`config.mk`:
```
export PLATFORM = sky130hd
export DESIGN_NAME = bsl_cell
export DESIGN_NICKNAME = d
export VERILOG_FILES = /design/src/rtl/bsl_pkg.sv /design/src/rtl/bsl_cfg_chain.sv /design/src/rtl/bsl_fb_sel.sv /design/src/rtl/bsl_lut_read.sv /design/src/rtl/bsl_cell.sv
export SDC_FILE = /design/constraint.sdc
export NUM_CORES = 1
export LEC_CHECK = 0
export BUFFER_PORTS_ARGS = -buffer_cell sky130_fd_sc_hd__buf_2
export CAP_MARGIN = 20
export CORE_MARGIN = 2
export CORE_UTILIZATION = 40
export CTS_BUF_LIST = sky130_fd_sc_hd__clkbuf_4 sky130_fd_sc_hd__clkbuf_8 sky130_fd_sc_hd__clkbuf_16
export CTS_CLUSTER_SIZE = 24
export DETAILED_ROUTE_END_ITERATION = 16
export GPL_ROUTABILITY_DRIVEN = 0
export GPL_TIMING_DRIVEN = 0
export HOLD_SLACK_MARGIN = 0.08
export SLEW_MARGIN = 20
export SYNTH_ARGS = -nofsm -noshare
export SYNTH_HDL_FRONTEND = slang
export SYNTH_SLANG_ARGS = --single-unit
```
`constraint.sdc`:
```
create_clock -name clk -period 5.5 [get_ports clk]
set_input_delay 0.275 -clock clk [delete_from_list [all_inputs] [get_ports clk]]
set_output_delay 0.275 -clock clk [all_outputs]
set_load 0.01 [all_outputs]
```
`src/rtl/bsl_pkg.sv`:
```
package bsl_pkg;
    localparam int NLUT   = 4;
    localparam int LUT_K  = 4;
    localparam int LUT_W  = 1 << LUT_K;
    localparam int FB_W   = 3;
    localparam int NPAIR  = NLUT / 2;
    localparam int NSHIFT = 2;

    typedef struct packed {
        logic [NLUT-1:0][LUT_W-1:0] lut;
        logic [NLUT-1:0][FB_W-1:0]  fb;
        logic [NLUT-1:0]            grp;
        logic [NLUT-1:0]            srm;
        logic [NLUT-1:0]            m5;
        logic [NLUT-1:0]            rgo;
        logic [NPAIR-1:0]           cs;
    } cell_cfg_t;

    localparam int CFG_W = $bits(cell_cfg_t);
endpackage

```
`src/rtl/bsl_cfg_chain.sv`:
```
module bsl_cfg_chain
    import bsl_pkg::*;
(
    input  logic      clk,
    input  logic      cfg_en,
    input  logic      cfg_in,
    input  logic      sh_en,
    input  logic      sh_din,
    output cell_cfg_t cfg
);
    cell_cfg_t        cfg_d, cfg_q;
    logic [CFG_W-1:0] flat_q;

    assign flat_q = cfg_q;

    always_comb begin
        cfg_d = cfg_q;
        if (cfg_en) begin
            cfg_d = cell_cfg_t'({flat_q[CFG_W-2:0], cfg_in});
        end else if (sh_en) begin
            for (int i = 0; i < NLUT; i++) begin
                if (cfg_q.srm[i]) begin
                    cfg_d.lut[i] = {cfg_q.lut[i][LUT_W-2:0], sh_din};
                end
            end
        end
    end

    always_ff @(posedge clk) begin
        cfg_q <= cfg_d;
    end

    assign cfg = cfg_q;
endmodule

```
`src/rtl/bsl_fb_sel.sv`:
```
module bsl_fb_sel
    import bsl_pkg::*;
(
    input  logic [FB_W-1:0] sel,
    input  logic            pin,
    input  logic [NLUT-1:0] q,
    output logic            f
);
    always_comb begin
        if (sel[FB_W-1]) begin
            f = q[sel[FB_W-2:0]];
        end else begin
            case (sel[FB_W-2:0])
                2'd1:    f = 1'b0;
                2'd2:    f = 1'b1;
                default: f = pin;
            endcase
        end
    end
endmodule

```
`src/rtl/bsl_lut_read.sv`:
```
module bsl_lut_read #(
    parameter int K = 4,
    localparam int W = 1 << K
) (
    input  logic [W-1:0] tbl,
    input  logic [K-1:0] a_grp,
    input  logic [K-1:0] b_grp,
    input  logic         grp_sel,
    input  logic         cs_en,
    input  logic         fb_bit,
    output logic         y
);
    logic [K-1:0] addr;

    always_comb begin
        addr = grp_sel ? b_grp : a_grp;
        if (cs_en) begin
            addr[K-1] = fb_bit;
        end
        y = tbl[addr];
    end
endmodule

```
`src/rtl/bsl_cell.sv`:
```
module bsl_cell
    import bsl_pkg::*;
(
    input  logic         clk,
    input  logic         rst,
    input  logic         cfg_en,
    input  logic         cfg_in,
    input  logic [4:0]   a_in,
    input  logic [4:0]   b_in,
    input  logic [5:0]   c_in,
    input  logic [1:0]   x_in,
    output logic [3:0]   d_out,
    output logic [1:0]   s_out
);
    typedef struct packed {
        logic [NLUT-1:0]   dq;
        logic [NSHIFT-1:0] sq;
    } cell_st_t;

    cell_st_t        st_d, st_q;
    cell_cfg_t       cfg;
    logic [NLUT-1:0] fbv, y, o;

    bsl_cfg_chain u_cfg (
        .clk    (clk),
        .cfg_en (cfg_en),
        .cfg_in (cfg_in),
        .sh_en  (x_in[0]),
        .sh_din (x_in[1]),
        .cfg    (cfg)
    );

    for (genvar i = 0; i < NLUT; i++) begin : g_slice
        localparam int PAIR = i / 2;
        localparam int EVN  = PAIR * 2;
        localparam int ODD  = EVN + 1;
        logic ctl;

        bsl_fb_sel u_fb (
            .sel (cfg.fb[i]),
            .pin (c_in[i+2]),
            .q   (st_q.dq),
            .f   (fbv[i])
        );

        bsl_lut_read #(.K(LUT_K)) u_lut (
            .tbl     (cfg.lut[i]),
            .a_grp   (a_in[LUT_K-1:0]),
            .b_grp   (b_in[LUT_K-1:0]),
            .grp_sel (cfg.grp[i]),
            .cs_en   (cfg.cs[PAIR]),
            .fb_bit  (fbv[i]),
            .y       (y[i])
        );

        if (PAIR == 0) begin : g_sel_a
            assign ctl = a_in[4];
        end else begin : g_sel_b
            assign ctl = b_in[4];
        end

        assign o[i]     = cfg.m5[i] ? (ctl ? y[ODD] : y[EVN]) : y[i];
        assign d_out[i] = cfg.rgo[i] ? st_q.dq[i] : o[i];

        // registered output shows last edge's mux value
        p_reg_out_r7: assert property (@(posedge clk) disable iff (rst)
            (cfg.rgo[i] && !cfg_en) |=> (d_out[i] == $past(o[i])));

        // shift-mode table shifts serial data into bit 0
        p_lut_shift_r9: assert property (@(posedge clk) disable iff (rst)
            (!cfg_en && x_in[0] && cfg.srm[i]) |=>
            (cfg.lut[i][0] == $past(x_in[1]) &&
             cfg.lut[i][LUT_W-1:1] == $past(cfg.lut[i][LUT_W-2:0])));
    end

    always_comb begin
        st_d.dq = o;
        st_d.sq = c_in[NSHIFT-1:0];
        if (rst) begin
            st_d = '0;
        end
    end

    always_ff @(posedge clk) begin
        st_q <= st_d;
    end

    assign s_out = st_q.sq;

    // chain enters cfg_in at the lowest bit
    p_cfg_load_r1: assert property (@(posedge clk) disable iff (rst)
        cfg_en |=> (cfg.cs[0] == $past(cfg_in)));

    // configuration held when neither loading nor shifting
    p_cfg_hold_r2: assert property (@(posedge clk) disable iff (rst)
        (!cfg_en && !x_in[0]) |=> $stable(cfg));

    // shift flip-flops capture c_in[1:0]
    p_shift_ff_r8: assert property (@(posedge clk) disable iff (rst)
        1'b1 |=> (s_out == $past(c_in[NSHIFT-1:0])));

    // reset leaves every data flip-flop at zero
    p_reset_clear_r10: assert property (@(posedge clk) disable iff (rst)
        $past(rst) |-> (st_q == '0));
endmodule

```
==> run metrics, run 1 <==
status=finished clean; Site Rows=38; post-synthesis cell count=approximately 320; # Post-CTS Setup Buffers=0; WHS=just over 0.1 ns; CP Cell Sequence=buf_2, mux2i_1, nor3_1, o32ai_1, o2111ai_1, a31oi_1, buf_2; Syn. warnings=0; Remaining DRCs=0; Pwr Total=0.00176 W; Max-slew headroom=53.2%; Die Ht=approximately 110 µm; Final Util=46.9%; Largest stage delay, worst path=0.59 ns; WL/cell=18.3 µm; Yosys cell types=34; Pins Over Slew Limit=0; ys flop type=edfxtp_1; Hold Crit Class=in2reg; Worst-Margin Slew=0.702 ns; largest net degree at the start of global routing=32; Vias/cell=~5.4; Final setup viols=0; Max IR drop VDD=0.154 mV; Initial Utilization=41.4%; Critical Path AT=2.77 ns; IO Port Bufs=27; final net count=388; die area=12200 µm²; Crit path required time=5.22 ns; post-CTS sizing=0; most common cell in the netlist=edfxtp_1; antenna cells=0; DRT Pass-1 Iters=4; # Max-Cap Violations=0; post-layout min period=about 3.0 ns; Post-synth top cells=94 x edfxtp_1, 24 x nor2_1, 20 x a21oi_1, 19 x inv_1, 17 x nand2_1; Post-synth EDFFs=94; via count=2747; ys async rst share=0%; CTS tree=built; CTS clk-pin slew, worst paths=around 0.080 ns; final WL=9.27 mm; # H-tree levels=3; Syn Area/Cell=14.0 µm²; GRT overflow=0; post-route ant nets=0; cell family with most CP delay=compound AO/OA/AOI/OAI gates; number of synthesized register bits=100; clk buf depth=2; CP Class=reg2out; Synth area leaders=edfxtp_1 62%, mux4_2 3.0%, mux2i_1 2.9%; Synth top area share=62.1%; CP startpoint kind=flop; setup TNS=0 ns; power density cells=342 nW/µm²; Hold Buf Count CTS=0; Buf/Inv on CP=2; critical path capture point type=output pin; most frequent CP cell=buf_2; wire length of the first global-routing pass=14.8 mm; final worst-path cycle share=55.4%; I/O pin count=28; critical path's slowest cell=mux2i_1; Fillers=962; core area=11000 µm²; Hold Violations, Final=0; vias in the first global route=~2800; antenna violations before repair=0; Seq/Total Area, Yosys=64.7%; share of layout cells above drive strength 1=around 20%; CP max FO=8; leading area contributor after synthesis=edfxtp_1; gr usage total=15.6%; Static Leak=1.94 nW; die width=111 µm; dpl hpwl=6.40 mm; Syn Nets=350; area growth from synthesis to final layout=13.2%; Clock Sinks=100; unrepaired setup endpoints after global routing=false; Iter 0 DRT Violations=169; FMAX=between 300 and 400 MHz; Clock Skews=0.0106 ns; Clock Latency Late Sink=0.34 ns; CTS Buf Count=9; Root Driver=clkbuf_16; Post-Syn Area=4550 µm²
## registers in the layout, indices dropped and copies added (netlist names)
| name | cells |
|---|---|
| s_out | 2 |
| st_q | 4 |
| u_cfg.cfg | 94 |
## kinds of logic after synthesis
| kind of cell | synth area share [%] |
|---|---|
| compound gates | 11.2 |
| simple gates | 9.19 |
| fa+ha+maj | 1.10 |
| flops | 64.7 |
| buf+inv | 3.27 |
| mux | 10.5 |
## cell usage in the layout (no fill, tap or decap), types with 4 or more instances in the layout
cell type  instances
mux4_1             4
clkbuf_16          9
dfxtp_1            6
ha_1               4
mux4_2             6
nand2b_1          14
and2_1             4
a21oi_1           20
nor3_1             4
o32ai_1            9
a31oi_1            4
mux2_2             7
a211oi_1           6
edfxtp_1          94
or2_2              5
a21o_1             4
mux2i_1           13
buf_2             32
o21ai_0            8
nor2b_1           10
nand2_1           17
inv_1             19
nor2_1            24
o22ai_1           12
or2b_1             5
## metal layers
| metal | vias up | global-route usage (%) | part of all wire (%) |
|---|---|---|---|
| li1 | 1335 | - | - |
| met1 | 1343 | 21.5 | 47 |
| met2 | 54 | 24.7 | 48 |
| met3 | 15 | 2.52 | 3.1 |
| met4 | 0 | 6.75 | 2.2 |
| met5 | - | 0 | 0 |
## metrics by stage
step	cells	cell area (µm²)	setup WS, ns
floorplan	324	4550	3.33
global placement	491	4860	2.85
detailed placement	491	4860	2.82
CTS	507	5150	2.44
global route	507	5150	2.25
finish	507	5150	2.45
## worst register-to-register path: cells and delay by family (launching register included)
kind,cells,cell delay [ns]
AOI/OAI and AO/OA,2,0.27
buffers and inverters,1,0.15
DFF,1,0.37
muxes,3,1.33
and+or+nand+nor,1,0.10
## final cells by class
| cell class | count | area, µm² | area share [%] |
|---|---|---|---|
| sequential | 100 | 2940 | 57.2 |
| multi-input combinational | 194 | 1460 | 28.3 |
| clock buffer | 9 | 225 | 4.38 |
| tap | 140 | 175 | 3.40 |
| timing repair buffer | 27 | 135 | 2.63 |
| buffer | 11 | 77.6 | 1.51 |
| inverter | 19 | 71.3 | 1.39 |
| clock inverter | 7 | 65.1 | 1.26 |
## path summary, 6_finish.rpt
kind,to,slack (ns),start,cells past startpoint
min reg2reg,u_cfg.cfg[47]$_DFFE_PP_,0.44,u_cfg.cfg[46]$_DFFE_PP_,0
max,d_out[3],2.45,u_cfg.cfg[16]$_DFFE_PP_,7
max reg2reg,st_q[3]$_SDFF_PP0_,3.19,u_cfg.cfg[14]$_DFFE_PP_,7
min,u_cfg.cfg[0]$_DFFE_PP_,0.10,cfg_in,1
## power breakdown
group	internal [W]	leakage, nW	switching (W)
Sequential	0.000908	0.984	0.0000401
Clock	0.000319	0.141	0.000298
Combinational	0.0000869	0.810	0.000110
Total	0.00131	1.94	0.000448
(Power assumes the default switching activity.)
==> inputs of run 2 (changes only) <==
- clock period: 5.5 -> 2.7 ns (I/O delays scaled with it)
==> run metrics, run 2 (synthesis gave the netlist of run 1 again) <==
post-route ant nets=0 (unchanged); Remaining DRCs=0 (unchanged); WL/cell=18.4 µm (+0.46%); CP max FO=9 (+1); final net count=400 (+3.1%); Iter 0 DRT Violations=154 (-8.9%); Fillers=944 (-1.9%); CP Class=reg2out; DRT met1 WL=4.36 mm (+0.14%); CP Cell Sequence=buf_6, mux2_4, mux4_1, mux2i_2, nand2_1, o221ai_1, a31oi_1, buf_2; # H-tree levels=3 (unchanged); power density cells=682 nW/µm² (+99%); # Max-Cap Violations=0 (unchanged); IO Port Bufs=27 (unchanged); Critical Path AT=2.51 ns (-0.26 ns); share of layout cells above drive strength 1=26.9% (+6.5 points); core area=11000 µm² (unchanged); vias in the first global route=2840 (+0.57%); max FFs per register=94 (unchanged); GRT overflow=0 (unchanged); Final setup viols=0 (unchanged); die area=12200 µm² (unchanged); CTS Buf Count=9 (unchanged); Buf/Inv on CP=2 (unchanged); Clock Skews=0.0103 ns (-0.000294 ns); detailed route wirelength on metal3=377 µm (+31%); Vias/cell=5.43 (+0.28%); commonest non-fill, non-tap cell in the layout=edfxtp_1; Register Area=2940 µm² (unchanged); Site Rows=38 (unchanged); post-layout min period=about 2.6 ns; I/O pin count=28 (unchanged); CTS tree=built; Multi-input gate area=1560 µm² (+7.5%); met2 routed WL=4.59 mm (+3.8%); commonest non-fill, non-tap cells in the layout=94 x edfxtp_1, 31 x buf_2, 24 x nor2_1; largest net degree at the start of global routing=32 (unchanged); Largest stage delay, worst path=0.47 ns (-0.12 ns); Worst-Margin Slew=0.715 ns (+0.0129 ns); Root Driver=clkbuf_16; critical path's slowest cell=mux4_1; CTS clk-pin slew, worst paths=0.07 ns (about the same); status=finished clean; Pins Over Slew Limit=0 (unchanged); final WL=9.53 mm (+2.8%); antenna cells=0 (unchanged); via count=2820 (+2.7%); placed inst area=4860 µm² (unchanged); setup TNS=0 ns (unchanged); cell family with most CP delay=multiplexers; Max-slew headroom=52.4% (-0.86 points); antenna violations before repair=0 (unchanged); CP startpoint kind=flop; FMAX=379 MHz; Hold Crit Class=in2reg; Final Cell Area=5370 µm² (+4.3%); Static Leak=2.00 nW (+3.1%); Initial Utilization=41.4% (unchanged); Clock Sinks=100 (unchanged); clk buf depth=2 (unchanged); unrepaired setup endpoints after global routing=true; Max IR drop VDD=0.316 mV (+110%); Clock Latency Late Sink=0.35 ns (about the same); dpl hpwl=6.40 mm (unchanged); critical path capture point type=output pin; area growth from synthesis to final layout=18.1%; Die Ht=111 µm (unchanged); gr usage total=15.8% (+0.16 points); DRT Pass-1 Iters=4 (unchanged); wire length of the first global-routing pass=15.0 mm (+0.88%); die width=111 µm (unchanged); Hold Violations, Final=0 (unchanged); Crit path required time=2.57 ns (-2.65 ns); final worst-path cycle share=97.8%; Max Used Layer=met4
## run 2: cell types whose count changed in the layout (fill, tap and decap cells not counted), sizes merged
cell | previous run | this run
buf | 37 | 43
dlygate4sd3 | 0 | 6
## run 2: metal layers
layer,track usage (%),up-vias
met5,0,-
met4,6.75,0
met3,2.52,17
met2,25.1,59
met1,21.6,1386
li1,-,1358
## run 2: repair_timing
action / 4_1_cts / 5_1_grt
setup buffers: 0 / 6
gates cloned: 0 / 0
resized for setup: 7 / 20
hold buffers: 6 / 0
endpoints found under the hold margin: 7 / 0
setup endpoints to repair: 4 / 4
pin swaps: 1 / 8
## run 2: cell type report
class                      count  share of cell area, %
buffer                        11                   1.56
clock buffer                   9                   4.20
clock inverter                 7                   1.21
inverter                      19                   1.33
multi-input combinational    194                   29.1
sequential                   100                   54.8
tap                          140                   3.26
timing repair buffer          39                   4.48
## run 2: tightest hold or removal path, stage by stage
cell	delay (ns)
buf_2	0.13
o2111ai_2	0.08
a21oi_1	0.06
## run 2: per-stage QoR
stage	util (%)	hold WS, ns	setup slack [ns]	cells	power [W]
2_1_floorplan	-	0.204	0.669	324	0.00221
3_3_place_gp	44.2	0.312	0.186	491	0.00235
3_5_place_dp	44.2	0.317	0.160	491	0.00236
4_1_cts	47.8	0.0979	-0.000686	513	0.00364
5_1_grt	48.9	0.118	-0.0672	519	0.00379
6_report	48.9	0.107	0.0584	519	0.00366
## run 2: power breakdown
part           internal [W]  switching (W)
combinational      0.000210       0.000247
clock              0.000650       0.000619
sequential          0.00185      0.0000841
## run 2: worst paths after layout
path                           start  slack [ns]  cells past startpoint                 endpoint
max          u_cfg.cfg[15]$_DFFE_PP_        0.06                      8                 d_out[1]
min                          b_in[4]        0.11                      3       st_q[4]$_SDFF_PP0_
max reg2reg  u_cfg.cfg[15]$_DFFE_PP_        0.63                      7       st_q[2]$_SDFF_PP0_
min reg2reg  u_cfg.cfg[46]$_DFFE_PP_        0.44                      0  u_cfg.cfg[47]$_DFFE_PP_
==> inputs of run 3 (changes only) <==
- ABC_AREA: not set -> 1
- SYNTH_HIERARCHICAL: not set -> 1
==> run metrics, run 3 <==
gr usage total=14.2% (-1.6 points); Crit path required time=2.57 ns (about the same); Worst-Margin Slew=0.814 ns (+0.0992 ns); Die Ht=120 µm (+8.7%); core area=13200 µm² (+21%); Critical Path AT=2.42 ns (-0.09 ns); largest net degree at the start of global routing=36 (+13%); worst slack, placed=0.455 ns (+0.295 ns); clk buf depth=2 (unchanged); Post-synth EDFFs=94 (unchanged); Fillers=1266 (+34%); antenna cells=0 (unchanged); post-synthesis cell count=562 (+73%); Pins Over Slew Limit=0 (unchanged); Syn Nets=588 (+68%); GRT overflow=0 (unchanged); Clock Sinks=100 (unchanged); cell family with most CP delay=simple AND/OR/NAND/NOR gates; setup TNS=0 ns (unchanged); Max IR drop VDD=0.339 mV (+7.4%); Synth area leaders=edfxtp_1 52%, buf_4 8.6%, nand3_1 8.5%; post-layout min period=2.56 ns (-0.0837 ns); CP max FO=4 (-5); Clock Skews=0.00849 ns (-0.00180 ns); area growth from synthesis to final layout=13.4%; ys flop type=edfxtp_1; Vias/cell=4.54 (-16%); die area=14500 µm² (+18%); mux cell area share after synthesis=0% (-11 points); I/O pin count=28 (unchanged); Yosys cell types=20 (-41%); vias in the first global route=3404 (+20%); wire length of the first global-routing pass=16.0 mm (+6.7%); most common cell in the netlist=inv_1; power density cells=605 nW/µm² (-11%); max FFs per register=94 (unchanged); Root Driver=clkbuf_16; critical path capture point type=output pin; CP startpoint kind=flop; largest family of logic cells by synthesized area=simple AND/OR/NAND/NOR gates; post-route ant nets=0 (unchanged); critical path's slowest cell=edfxtp_1; Max-slew headroom=45.8% (-6.6 points); Remaining DRCs=0 (unchanged); xor and xnor fraction of the mapped netlist area=0% (unchanged); via count=3581 (+27%); Post-Syn Area=5410 µm² (+19%); final net count=634 (+59%); Buf/Inv on CP=4 (+2); CTS Buf Count=9 (unchanged); Post-synth top cells=104 x inv_1, 100 x nand2_1, 94 x edfxtp_1, 92 x nand3_1, 62 x buf_4; Iter 0 DRT Violations=259 (+68%); Pwr Total=0.00371 W (+1.3%); DRT Pass-1 Iters=5 (+1); # Max-Cap Violations=0 (unchanged); CTS tree=built; CP Cell Sequence=inv_2, ha_1, nand2_1, o211ai_1, nand2_1, inv_1, o21ai_2, inv_1, nand3_1, nand2_1, or2_1, nand3_1, nand2_1, buf_2; CP Class=reg2out; antenna violations before repair=0 (unchanged); Synth top area share=52.2% (-9.9 points); WL/cell=12.1 µm (-34%); unrepaired setup endpoints after global routing=false; Final setup viols=0 (unchanged); FMAX=391 MHz (+3.3%); Clock Latency Late Sink=0.35 ns (about the same); Initial Utilization=40.8% (-0.56 points); # H-tree levels=3 (unchanged); status=finished clean; most frequent CP cell=nand2_1; number of synthesized register bits=100 (unchanged); commonest non-fill, non-tap cells in the layout=104 x inv_1, 99 x nand2_1, 94 x edfxtp_1; Synth Area in Compound Gates=1.67% (-9.5 points); commonest non-fill, non-tap cell in the layout=inv_1; setup ws final=0.142 ns (+0.0837 ns); CTS clk-pin slew, worst paths=0.06 ns (about the same); Syn Area/Cell=9.62 µm² (-31%); final worst-path cycle share=94.7% (-3.1 points); final WL=9.59 mm (+0.56%); dpl hpwl=6.82 mm (+6.7%); IO Port Bufs=27 (unchanged); die width=120 µm (+8.7%); Hold Violations, Final=0 (unchanged); post-synthesis simple-gate area fraction=25.5% (+16 points); Largest stage delay, worst path=0.47 ns (about the same); ys async rst share=0% (unchanged); Site Rows=42 (+11%); Hold Crit Class=in2reg; Syn. warnings=6 (+6); adder-cell share of the synthesized area=0.925% (-0.18 points); share of layout cells above drive strength 1=25.0% (-2.0 points); leading area contributor after synthesis=edfxtp_1; Seq/Total Area, Yosys=54.4% (-10 points); Static Leak=2.90 nW (+45%)
## run 3: cell count changes in the layout (fill, tap and decap cells not counted), sizes merged, moves of 10 or more
cell    previous run  this run
o32ai             10         0
o22ai             12         0
nand3b             0        16
nand3              0        96
buf               43        95
inv               24       113
a21oi             20         0
mux2i             13         0
nand2             17       121
nand2b            14         0
nor2b             10         0
mux4              10         0
## run 3: cell type report
type	count	area (µm²)	share of cell area, %
Clock inverter	2	10.0	0.163
Buffer	66	510	8.33
Inverter	113	434	7.08
Timing Repair Buffer	35	210	3.43
Multi-Input combinational cell	283	1530	25.0
Clock buffer	14	269	4.39
Sequential cell	100	2940	48.0
Tap cell	176	220	3.59
## run 3: per-layer routing
metal,share of wire (%),vias to the layer above,GRT usage [%]
met2,47,47,22.3
met5,0,-,0
met3,4.1,16,4.86
li1,-,1855,-
met1,47,1663,18.6
met4,1.9,0,4.72
## run 3: worst reg2reg max path: cells and delay by family (launching register included)
family	cells	cell delay [ns]
simple gates	7	0.66
buf+inv	3	0.19
flops	1	0.47
compound gates	2	0.24
fa+ha+maj	1	0.32
## run 3: report_power, final
part / switching [W] / internal, W
logic: 0.000306 / 0.000266
clock network: 0.000518 / 0.000688
registers: 0.0000801 / 0.00185
total: 0.000904 / 0.00281
## run 3: timing repair
item	in CTS	in global routing
hold endpoints to repair	7	0
resized for setup	0	4
hold buffers	6	0
setup buffers	0	2
endpoints found under the setup margin	0	3
## run 3: final timing paths
kind / depth (start not counted) / endpoint / start / slack (ns)
min reg2reg: 0 / u_cfg/cfg[47]$_DFFE_PP_ / u_cfg/cfg[46]$_DFFE_PP_ / 0.44
min: 3 / u_cfg/cfg[78]$_DFFE_PP_ / x_in[1] / 0.13
max: 14 / d_out[0] / u_cfg/cfg[18]$_DFFE_PP_ / 0.14
max reg2reg: 13 / st_q[2]$_SDFF_PP0_ / u_cfg/cfg[18]$_DFFE_PP_ / 0.69
## run 3: cell families (layout without fill, tap and decap cells)
logic type,after synthesis,after routing
buf+inv,179,230
fa+ha+maj,4,4
simple gates,263,263
flops,100,100
compound gates,16,16
## run 3: through the flow
stage                     util [%]  std cells  hold slack [ns]  cell area [µm²]
after floorplan                  -        562            0.206             5410
after global placement        43.5        765            0.334             5760
after detailed placement      43.5        765            0.333             5760
after CTS                     46.1        787            0.127             6100
after global routing          46.3        789            0.147             6130
final                         46.3        789            0.128             6130
